$ cat src/rtl/dma_thr_pkg.sv
package dma_thr_pkg;

  localparam int BW_CODE_W = 3;
  localparam int BW_LEVELS = 1 << BW_CODE_W;

  typedef enum logic [1:0] {
    CH_IDLE = 2'd0,
    CH_RUN  = 2'd1,
    CH_HOLD = 2'd2
  } ch_state_e;

endpackage

$ cat src/rtl/dma_thr_counter.sv
module dma_thr_counter #(
  parameter int BC_W = 24,
  parameter int XF_W = 3
) (
  input  logic            clk,
  input  logic            rst,
  input  logic            load,
  input  logic [BC_W-1:0] load_val,
  input  logic            dec_en,
  input  logic [XF_W-1:0] dec_bytes,
  output logic [BC_W-1:0] cnt,
  output logic [BC_W-1:0] cnt_nxt,
  output logic            nxt_zero
);

  logic [BC_W-1:0] step;

  assign step = BC_W'(dec_bytes);

  always_comb begin
    cnt_nxt = cnt;
    if (dec_en) begin
      cnt_nxt = (cnt > step) ? (cnt - step) : '0;
    end
  end

  assign nxt_zero = (cnt_nxt == '0);

  always_ff @(posedge clk) begin
    if (rst) begin
      cnt <= '0;
    end else if (load) begin
      cnt <= load_val;
    end else if (dec_en) begin
      cnt <= cnt_nxt;
    end
  end

endmodule

$ cat src/rtl/dma_thr_boundary.sv
module dma_thr_boundary
  import dma_thr_pkg::*;
#(
  parameter int BC_W        = 24,
  parameter int BASE_LOG2   = 9
) (
  input  logic [BW_CODE_W-1:0] code,
  input  logic [BC_W-1:0]      cnt_nxt,
  output logic                 landed
);

  logic [BC_W-1:0] mask_tbl [0:BW_LEVELS-1];

  assign mask_tbl[0] = '0;

  for (genvar g = 1; g < BW_LEVELS; g++) begin : g_mask
    localparam int SHIFT = BASE_LOG2 + g - 1;
    assign mask_tbl[g] = BC_W'((64'd1 << SHIFT) - 64'd1);
  end

  assign landed = (code != '0) && (cnt_nxt != '0) &&
                  ((cnt_nxt & mask_tbl[code]) == '0);

endmodule

$ cat src/rtl/dma_thr_ctrl.sv
module dma_thr_ctrl
  import dma_thr_pkg::*;
(
  input  logic clk,
  input  logic rst,
  input  logic start_evt,
  input  logic cfg_zero,
  input  logic done_wr,
  input  logic ack,
  input  logic nxt_zero,
  input  logic landed,
  output logic load,
  output logic dec_en,
  output logic bus_req,
  output logic busy,
  output logic done
);

  ch_state_e state;

  assign load    = (state == CH_IDLE) && start_evt;
  assign dec_en  = (state != CH_IDLE) && ack && !done_wr;
  assign bus_req = (state == CH_RUN);
  assign busy    = (state != CH_IDLE);

  always_ff @(posedge clk) begin
    if (rst) begin
      state <= CH_IDLE;
      done  <= 1'b0;
    end else begin
      case (state)
        CH_IDLE: begin
          if (done_wr) done <= 1'b0;
          if (start_evt) begin
            done  <= cfg_zero;
            state <= cfg_zero ? CH_IDLE : CH_RUN;
          end
        end
        CH_RUN, CH_HOLD: begin
          if (done_wr) begin
            state <= CH_IDLE;
            done  <= 1'b0;
          end else if (ack) begin
            if (nxt_zero) begin
              state <= CH_IDLE;
              done  <= 1'b1;
            end else if (state == CH_RUN && landed) begin
              state <= CH_HOLD;
            end else begin
              state <= CH_RUN;
            end
          end else begin
            state <= CH_RUN;
          end
        end
        default: state <= CH_IDLE;
      endcase
    end
  end

endmodule

$ cat src/rtl/dma_chan_throttle.sv
module dma_chan_throttle
  import dma_thr_pkg::*;
#(
  parameter int BC_W         = 24,
  parameter int XF_W         = 3,
  parameter int BW_BASE_LOG2 = 9
) (
  input  logic                 clk,
  input  logic                 rst,
  input  logic                 ctl_start,
  input  logic                 ctl_ext_en,
  input  logic [BW_CODE_W-1:0] ctl_bw_code,
  input  logic                 ctl_done_wr,
  input  logic [BC_W-1:0]      cfg_count,
  input  logic                 periph_req,
  input  logic                 bus_ack,
  input  logic [XF_W-1:0]      xfer_bytes,
  output logic                 bus_req,
  output logic                 chan_busy,
  output logic                 chan_done,
  output logic [BC_W-1:0]      bcount
);

  logic start_evt, load, dec_en, nxt_zero, landed;
  logic [BC_W-1:0] cnt_nxt;

  assign start_evt = ctl_ext_en ? periph_req : ctl_start;

  dma_thr_counter #(.BC_W(BC_W), .XF_W(XF_W)) u_cnt (
    .clk      (clk),
    .rst      (rst),
    .load     (load),
    .load_val (cfg_count),
    .dec_en   (dec_en),
    .dec_bytes(xfer_bytes),
    .cnt      (bcount),
    .cnt_nxt  (cnt_nxt),
    .nxt_zero (nxt_zero)
  );

  dma_thr_boundary #(.BC_W(BC_W), .BASE_LOG2(BW_BASE_LOG2)) u_bnd (
    .code   (ctl_bw_code),
    .cnt_nxt(cnt_nxt),
    .landed (landed)
  );

  dma_thr_ctrl u_ctrl (
    .clk      (clk),
    .rst      (rst),
    .start_evt(start_evt),
    .cfg_zero (cfg_count == '0),
    .done_wr  (ctl_done_wr),
    .ack      (bus_ack),
    .nxt_zero (nxt_zero),
    .landed   (landed),
    .load     (load),
    .dec_en   (dec_en),
    .bus_req  (bus_req),
    .busy     (chan_busy),
    .done     (chan_done)
  );


  sw_start_chk: assert property (@(posedge clk) disable iff (rst)
    (!chan_busy && !ctl_ext_en && ctl_start && cfg_count != '0)
      |=> (bus_req && chan_busy && !chan_done));


  ext_wait_chk: assert property (@(posedge clk) disable iff (rst)
    (!chan_busy && ctl_ext_en && !periph_req) |=> !chan_busy);


  cnt_hold_chk: assert property (@(posedge clk) disable iff (rst)
    (chan_busy && !bus_ack) |=> $stable(bcount));


  exhaust_chk: assert property (@(posedge clk) disable iff (rst)
    (chan_busy && bus_ack && !ctl_done_wr && bcount <= BC_W'(xfer_bytes))
      |=> (chan_done && !chan_busy && !bus_req));


  stop_chk: assert property (@(posedge clk) disable iff (rst)
    (chan_busy && ctl_done_wr) |=> (!chan_busy && !chan_done && $stable(bcount)));


  gap_len_chk: assert property (@(posedge clk) disable iff (rst)
    (chan_busy && !bus_req && !bus_ack && !ctl_done_wr) |=> bus_req);

endmodule

$ cat config.mk
export PLATFORM = sky130hd
export DESIGN_NAME = dma_chan_throttle
export DESIGN_NICKNAME = d
export VERILOG_FILES = /design/src/rtl/dma_thr_pkg.sv /design/src/rtl/dma_thr_counter.sv /design/src/rtl/dma_thr_boundary.sv /design/src/rtl/dma_thr_ctrl.sv /design/src/rtl/dma_chan_throttle.sv
export SDC_FILE = /design/constraint.sdc
export NUM_CORES = 1
export LEC_CHECK = 0
export CORE_MARGIN = 10
export CORE_UTILIZATION = 40
export DETAILED_ROUTE_END_ITERATION = 7
export DONT_BUFFER_PORTS = 1
export PLACE_DENSITY = 0.63
export SLEW_MARGIN = 10
export SYNTH_ARGS = -nofsm -noshare
export SYNTH_HDL_FRONTEND = slang
export SYNTH_SLANG_ARGS = --single-unit
$ cat constraint.sdc
create_clock -name clk -period 4.2 [get_ports clk]
set_input_delay 0.84 -clock clk [delete_from_list [all_inputs] [get_ports clk]]
set_output_delay 0.84 -clock clk [all_outputs]
set_load 0.02 [all_outputs]
==> flow_summary_export.csv, run 1 <==
group,metric,value,unit
worst_setup_path,required,4.39,ns
synthesis,ys_top_cells_by_area,"dfxtp_1 (24%), nor4_1 (6.1%), nor2_1 (5.8%), nand2_1 (5.3%), a21oi_1 (5.1%)",
clocking,post_cts_resized,0,
clocking,cts_buffers,3,
timing,worst_hold_slack,0.6184,ns
routing,route.vias.total,2386,
clocking,clock_latency,0.28,ns
synthesis,synth-seq-cells,27,
worst_setup_path,crit_family,"simple AND/OR/NAND/NOR gates",
synthesis,syn_nets,362,
synthesis,ys.flop_type,"dfxtp_1",
clocking,h-tree-depth,1,
synthesis,synth-async-reset-ratio,0,%
timing,worst_pin_slew,0.7546,ns
clocking,root_buffer,"clkbuf_8",
worst_setup_path,arrival,3.46,ns
timing,hold_viol_final,0,
routing,viasPerCell,6.262,
finish,final_cell_mix,"nor2_1 (35), nand2_1 (32), dfxtp_1 (27), a21oi_1 (23), nor4_1 (22)",
clocking,cts_tree,"built",
finish,drive_gt1_share,7.443,%
synthesis,synth_edf_count,0,
timing,timing.fmax,305.3,MHz
global_route,grt-ovfl-total,0,
placed_design,preCtsSetupSlack,0.8268,ns
timing,post-route-period-util,77.99,%
worst_setup_path,critPathKind,"reg -> reg",
worst_setup_path,critPathSlowestCell,"nand3_1",
routing,drt_iter0_markers,235,
power_and_ir_drop,power.total,825.9,uW
finish,final_common_cell,"nor2_1",
timing,drv_slew,0,
global_route,grt_pass1_vias,2248,
timing,fin_skew,0.009128,ns
power_and_ir_drop,power_density,350.4,nW/um^2
routing,wire_per_inst,19.69,um
worst_setup_path,crit_buf_inv,2,
clocking,clkTransAtPathRegs,0.10,ns
floorplan,dieArea,9055,sq um
finish,fillers,574,
outcome,status,"finished, final reports clean",
synthesis,syn_area_per_cell,7.106,sq um
finish,multi_input_area,1603,sq um
finish,area_delta_synth_final,4.319,%
synthesis,ys_seq_area_share,23.92,%
worst_setup_path,path_max_fanout,11,
routing,ant_nets,0,
placed_design,io_buffers,0,
floorplan,placementRows,27,
timing,period_needed,3.275,ns
timing,relSlewSlack,49.50,%
finish,antenna_cells,0,
global_route,grt_usage,16.11,%
timing,tns,0,ns
worst_setup_path,slowest_delay,0.49,ns
routing,firstDrtPassIters,5,
routing,drc,0,
worst_setup_path,endpoint_kind,"register",
power_and_ir_drop,max-vdd-ir-drop,0.1494,mV
synthesis,yosysTopAreaCell,"dfxtp_1",
global_route,grt_max_degree,29,
worst_setup_path,crit_top_cell,"inv_1",
floorplan,fp.coreArea,5507,sq um
finish,regArea,540.5,sq um
clocking,holdBufCountCts,0,
floorplan,start_util,41.04,%
floorplan,dieHeight,95.16,um
global_route,grt_pass1_wl,11690,um
global_route,antenna_found_initial,0,
power_and_ir_drop,p_leak,0.8278,nW
placed_design,gp_congestion,0.9284,
flow_run,drv_cap,0,
floorplan,pin_count,64,
clocking,post_cts_buffers,0,
floorplan,chipWidth,95.16,um
clocking,cts_sinks,27,
worst_setup_path,crit_chain,"inv_1, ha_1, inv_1, nand3_1, o31a_1, nor4_1, o2111ai_1, or2_2, a31o_1",
synthesis,netlist_area,2260,sq um
worst_setup_path,start_kind,"register",
finish,final_nets,354,
hold_path,hold_class,"reg -> reg",
timing,setup_violations,0,
timing,rsz0062_at_grt,"no",
synthesis,yosysUniqueCellTypes,62,
routing,drt-total-wl,7503,um
synthesis,synth_top_area_share,23.92,%
timing,fin_ws,0.9246,ns
placed_design,dp_hpwl,5889,um
clocking,clock_path_buffers,2,
finish,post-route-util,42.81,%
synthesis,synth_cells,318,
synthesis,yosysWarnings,0,
## Yosys cell counts (3+ instances only)
master and count:
o31ai_1 5, a21oi_1 23, a222oi_1 3, or3_1 3, dfxtp_1 27, a31oi_1 8
nor4_1 22, nor3_1 20, or2_2 7, o21ai_0 17, nand3_1 10, nor2b_1 5
nand2b_1 3, nand2_1 32, xor2_1 4, inv_1 13, buf_2 3, nor2_1 35
and3_1 4, ha_1 6, xnor2_1 6, clkbuf_1 13
## worst reg2reg max path: stages (launching register included)
cell and delay (ns):
dfxtp_1 0.39, inv_1 0.06, ha_1 0.28, inv_1 0.30, nand3_1 0.49, o31a_1 0.45, nor4_1 0.44, o2111ai_1 0.24
or2_2 0.36, a31o_1 0.18
## routing by layer
layer,routed length (um),vias up,track usage (%)
li1,-,1178,-
met1,3042,1089,19.33
met2,3550,108,26.31
met3,770,11,4.792
met4,139,0,6.484
met5,0,-,0
## worst paths after layout
path | from | to | slack, ns | cells past startpoint
worst max-delay path | u_ctrl.state[0]$_SDFFE_PP0P_ | u_ctrl.state[1]$_SDFFE_PP0P_ | 0.92 | 9
worst min-delay path | u_ctrl.state[0]$_SDFFE_PP0P_ | u_ctrl.state[0]$_SDFFE_PP0P_ | 0.62 | 2
worst max register to register | u_ctrl.state[0]$_SDFFE_PP0P_ | u_ctrl.state[1]$_SDFFE_PP0P_ | 0.92 | 9
worst min register to register | u_ctrl.state[0]$_SDFFE_PP0P_ | u_ctrl.state[0]$_SDFFE_PP0P_ | 0.62 | 2
## final cells by class
class | count | share of cell area, %
inverter | 13 | 2.070
timing repair buffer | 4 | 1.274
multi-input combinational | 261 | 67.99
sequential | 27 | 22.93
clock buffer | 4 | 1.911
tap | 72 | 3.822
## report_power, final
part	switching (mW)	total [mW]	leakage, nW	internal [mW]
registers	0.0808	0.363	0.223	0.282
logic	0.189	0.307	0.583	0.118
clock network	0.0878	0.156	0.0228	0.0683
total	0.358	0.826	0.828	0.468
## cells by family after synthesis
group / Yosys count / synth area share [%]
compound gates: 82 / 24.53
fa+ha+maj: 7 / 4.208
mux: 1 / 0.4430
flops: 27 / 23.92
buf+inv: 30 / 5.149
xor+xnor: 10 / 3.876
simple gates: 161 / 37.88
## metrics by stage
stage	std cells	cell area, sq um
floorplan	318	2260
global placement	377	2312
detailed placement	377	2312
CTS	381	2357
global route	381	2357
finish	381	2357
## sequential cells by signal, summed over array words and instances, names as in the netlist
name	cells
u_cnt.cnt	24
u_ctrl.state	2
u_ctrl.done	1
No activity file was read; power rests on OpenSTA's default activity.
==> run 2, diff against run 1 <==
Settings changed: ABC_AREA set to 1.
Clock period 4.2 ns to 3.2 ns, I/O delays scaled along.
==> run 2 against run 1 <==
Effect of this change: first-iteration DRC count rose by 16%; cell count grew 41%; sequential share of layout area is 2.9 points lower.
==> flow_summary_export.csv, run 2 <==
group,metric,value,unit
finish,post-route-util,42.58,%
synthesis,synth_top_cells_by_count,"nand2_1 (139), nor2_1 (73), inv_1 (57), nand3_1 (54), a21oi_1 (28)",
finish,stdcell_count,538,
routing,viasPerCell,5.441,
clocking,root_buffer,"clkbuf_8",
synthesis,synth-seq-cells,27,
routing,ant_nets,0,
worst_setup_path,start_kind,"register",
finish,largest_reg_flops,24,
clocking,post_cts_buffers,0,
clocking,cts_sinks,27,
routing,drc,0,
hold_path,whs_path_depth,1,
synthesis,synth_top_area_share,20.78,%
worst_setup_path,reg2regPathDepth,21,
worst_setup_path,arrival,2.98,ns
clocking,h-tree-depth,1,
global_route,grt-ovfl-total,0,
floorplan,fp.coreArea,6350,sq um
floorplan,dieArea,10130,sq um
placed_design,placed_cells,534,
floorplan,placementRows,29,
synthesis,syn_nets,512,
synthesis,yosysUniqueCellTypes,32,
outcome,status,"finished, final reports clean",
timing,rsz0062_at_grt,"no",
synthesis,synth_cells,468,
global_route,grt_pass1_vias,2706,
routing,drt-total-wl,8250,um
timing,setup_violations,0,
power_and_ir_drop,max-vdd-ir-drop,0.1976,mV
timing,worst_hold_slack,0.4104,ns
timing,period_needed,2.758,ns
worst_setup_path,required,3.42,ns
global_route,antenna_found_initial,0,
timing,timing.fmax,362.6,MHz
clocking,clkTransAtPathRegs,0.10,ns
worst_setup_path,crit_top_cell,"nand2_1",
finish,reg_top3,"u_cnt.cnt: 24 flops, u_ctrl.state: 2 flops, u_ctrl.done: 1 flops",
global_route,grt_usage,16.13,%
synthesis,syn_area_per_cell,5.558,sq um
power_and_ir_drop,power.total,1.141,mW
synthesis,ys_seq_area_share,20.78,%
timing,post-route-period-util,86.18,%
timing,relSlewSlack,51.63,%
power_and_ir_drop,power_density,422.0,nW/um^2
worst_setup_path,path_max_fanout,13,
clocking,clock_path_buffers,2,
synthesis,yosysMostFrequentCell,"nand2_1",
clocking,cts_buffers,3,
timing,fin_skew,0.007981,ns
finish,final_common_cell,"nand2_1",
placed_design,dp_hpwl,6647,um
placed_design,gp_congestion,0.9080,
synthesis,yosysTopAreaCell,"dfxtp_1",
flow_run,drv_cap,0,
worst_setup_path,slowest_delay,0.48,ns
finish,antenna_cells,0,
global_route,grt_max_degree,33,
finish,final_cell_mix,"nand2_1 (139), nor2_1 (72), inv_1 (57), nand3_1 (54), a21oi_1 (28)",
finish,top_register,"u_cnt.cnt",
clocking,cts_tree,"built",
routing,top_layer,"met4",
worst_setup_path,worst-path-stages,21,
routing,route.vias.total,2927,
floorplan,dieHeight,100.6,um
clocking,holdBufCountCts,0,
synthesis,synth-async-reset-ratio,0,%
synthesis,ys.flop_type,"dfxtp_1",
routing,drt_iter0_markers,273,
worst_setup_path,critPathKind,"reg -> reg",
routing,wl_met1,3378,um
worst_setup_path,critPathSlowestCell,"dfxtp_1",
synthesis,synth_edf_count,0,
floorplan,chipWidth,100.6,um
synthesis,ys_top_cells_by_area,"dfxtp_1 (21%), nand2_1 (20%), nor2_1 (11%), nand3_1 (10%), inv_1 (8.2%)",
floorplan,start_util,40.97,%
worst_setup_path,crit_family,"simple AND/OR/NAND/NOR gates",
global_route,grt_pass1_wl,13430,um
synthesis,yosysWarnings,0,
worst_setup_path,crit_chain,"inv_1, ha_1, fa_1, inv_1, nand2_1, nand2_1, inv_1, nand2_1, nand2_2, nand3_4, buf_4, o21ai_0, inv_1, nor2_1, nand2_1, nor2_1, nand2_1, nand3_1, nand2_1, nand2_1, a21oi_2",
routing,dr_wl_met2,4028,um
power_and_ir_drop,p_leak,1.342,nW
worst_setup_path,endpoint_kind,"register",
synthesis,netlist_area,2601,sq um
finish,drive_gt1_share,6.725,%
finish,area_delta_synth_final,3.944,%
timing,tns,0,ns
routing,wl_met3,737,um
timing,hold_viol_final,0,
routing,wire_per_inst,15.33,um
finish,final_nets,506,
routing,firstDrtPassIters,5,
floorplan,pin_count,64,
timing,worst_pin_slew,0.7248,ns
worst_setup_path,crit_buf_inv,5,
timing,drv_slew,0,
hold_path,hold_class,"in -> reg",
placed_design,io_buffers,0,
clocking,clock_latency,0.29,ns
clocking,post_cts_resized,0,
==> run 2: through the flow <==
step	instance area (sq um)	setup slack (ns)
finish	2704	0.4423
global route	2704	0.08982
CTS	2704	0.4347
detailed placement	2658	0.3598
global placement	2658	0.4240
floorplan	2601	0.5929
==> run 2: metal layers <==
layer | up-vias | GRT usage (%)
met2 | 126 | 27.13
met3 | 10 | 3.772
met5 | - | 0
met1 | 1305 | 19.85
li1 | 1486 | -
met4 | 0 | 4.674
==> run 2: power breakdown <==
| part | internal (mW) | switching (mW) |
|---|---|---|
| clock | 0.0878 | 0.119 |
| sequential | 0.366 | 0.0803 |
| combinational | 0.155 | 0.332 |
| total | 0.609 | 0.532 |
==> run 2: logic make-up (layout without fill, tap and decap cells) <==
family          count (synthesis)  after routing  share of synthesized area (%)
flops                          27             27                          20.78
fa+ha+maj                       7              7                          3.656
xor+xnor                        1              1                         0.3368
buf+inv                        77             70                          12.27
simple gates                  313            313                          54.21
compound gates                 43             43                          8.754
==> run 2: path summary, 6_finish.rpt <==
path,startpoint,end,slack [ns]
hold reg to reg,u_ctrl.state[1]$_SDFFE_PP0P_,u_ctrl.state[1]$_SDFFE_PP0P_,0.49
setup reg to reg,u_cnt.cnt[0]$_SDFFE_PP0P_,u_ctrl.state[0]$_SDFFE_PP0P_,0.44
hold / removal,rst,u_cnt.cnt[14]$_SDFFE_PP0P_,0.41
setup / recovery,u_cnt.cnt[0]$_SDFFE_PP0P_,u_ctrl.state[0]$_SDFFE_PP0P_,0.44
==> run 2: worst reg2reg max path, cell delays in order, from the launching register on <==
cell	delay, ns
dfxtp_1	0.48
inv_1	0.08
ha_1	0.23
fa_1	0.40
inv_1	0.08
nand2_1	0.07
nand2_1	0.14
inv_1	0.06
nand2_1	0.07
nand2_2	0.06
nand3_4	0.09
buf_4	0.18
o21ai_0	0.10
inv_1	0.06
nor2_1	0.05
nand2_1	0.11
nor2_1	0.06
nand2_1	0.09
nand3_1	0.07
nand2_1	0.06
nand2_1	0.06
a21oi_2	0.10
==> run 2: layout make-up <==
class                      instances  area, sq um
fill                             704         3646
multi-input combinational        364         1744
sequential                        27        540.5
inverter                          63        241.5
tap                               77        96.34
clock buffer                       3        41.29
timing repair buffer               3        35.03
clock inverter                     1        5.005
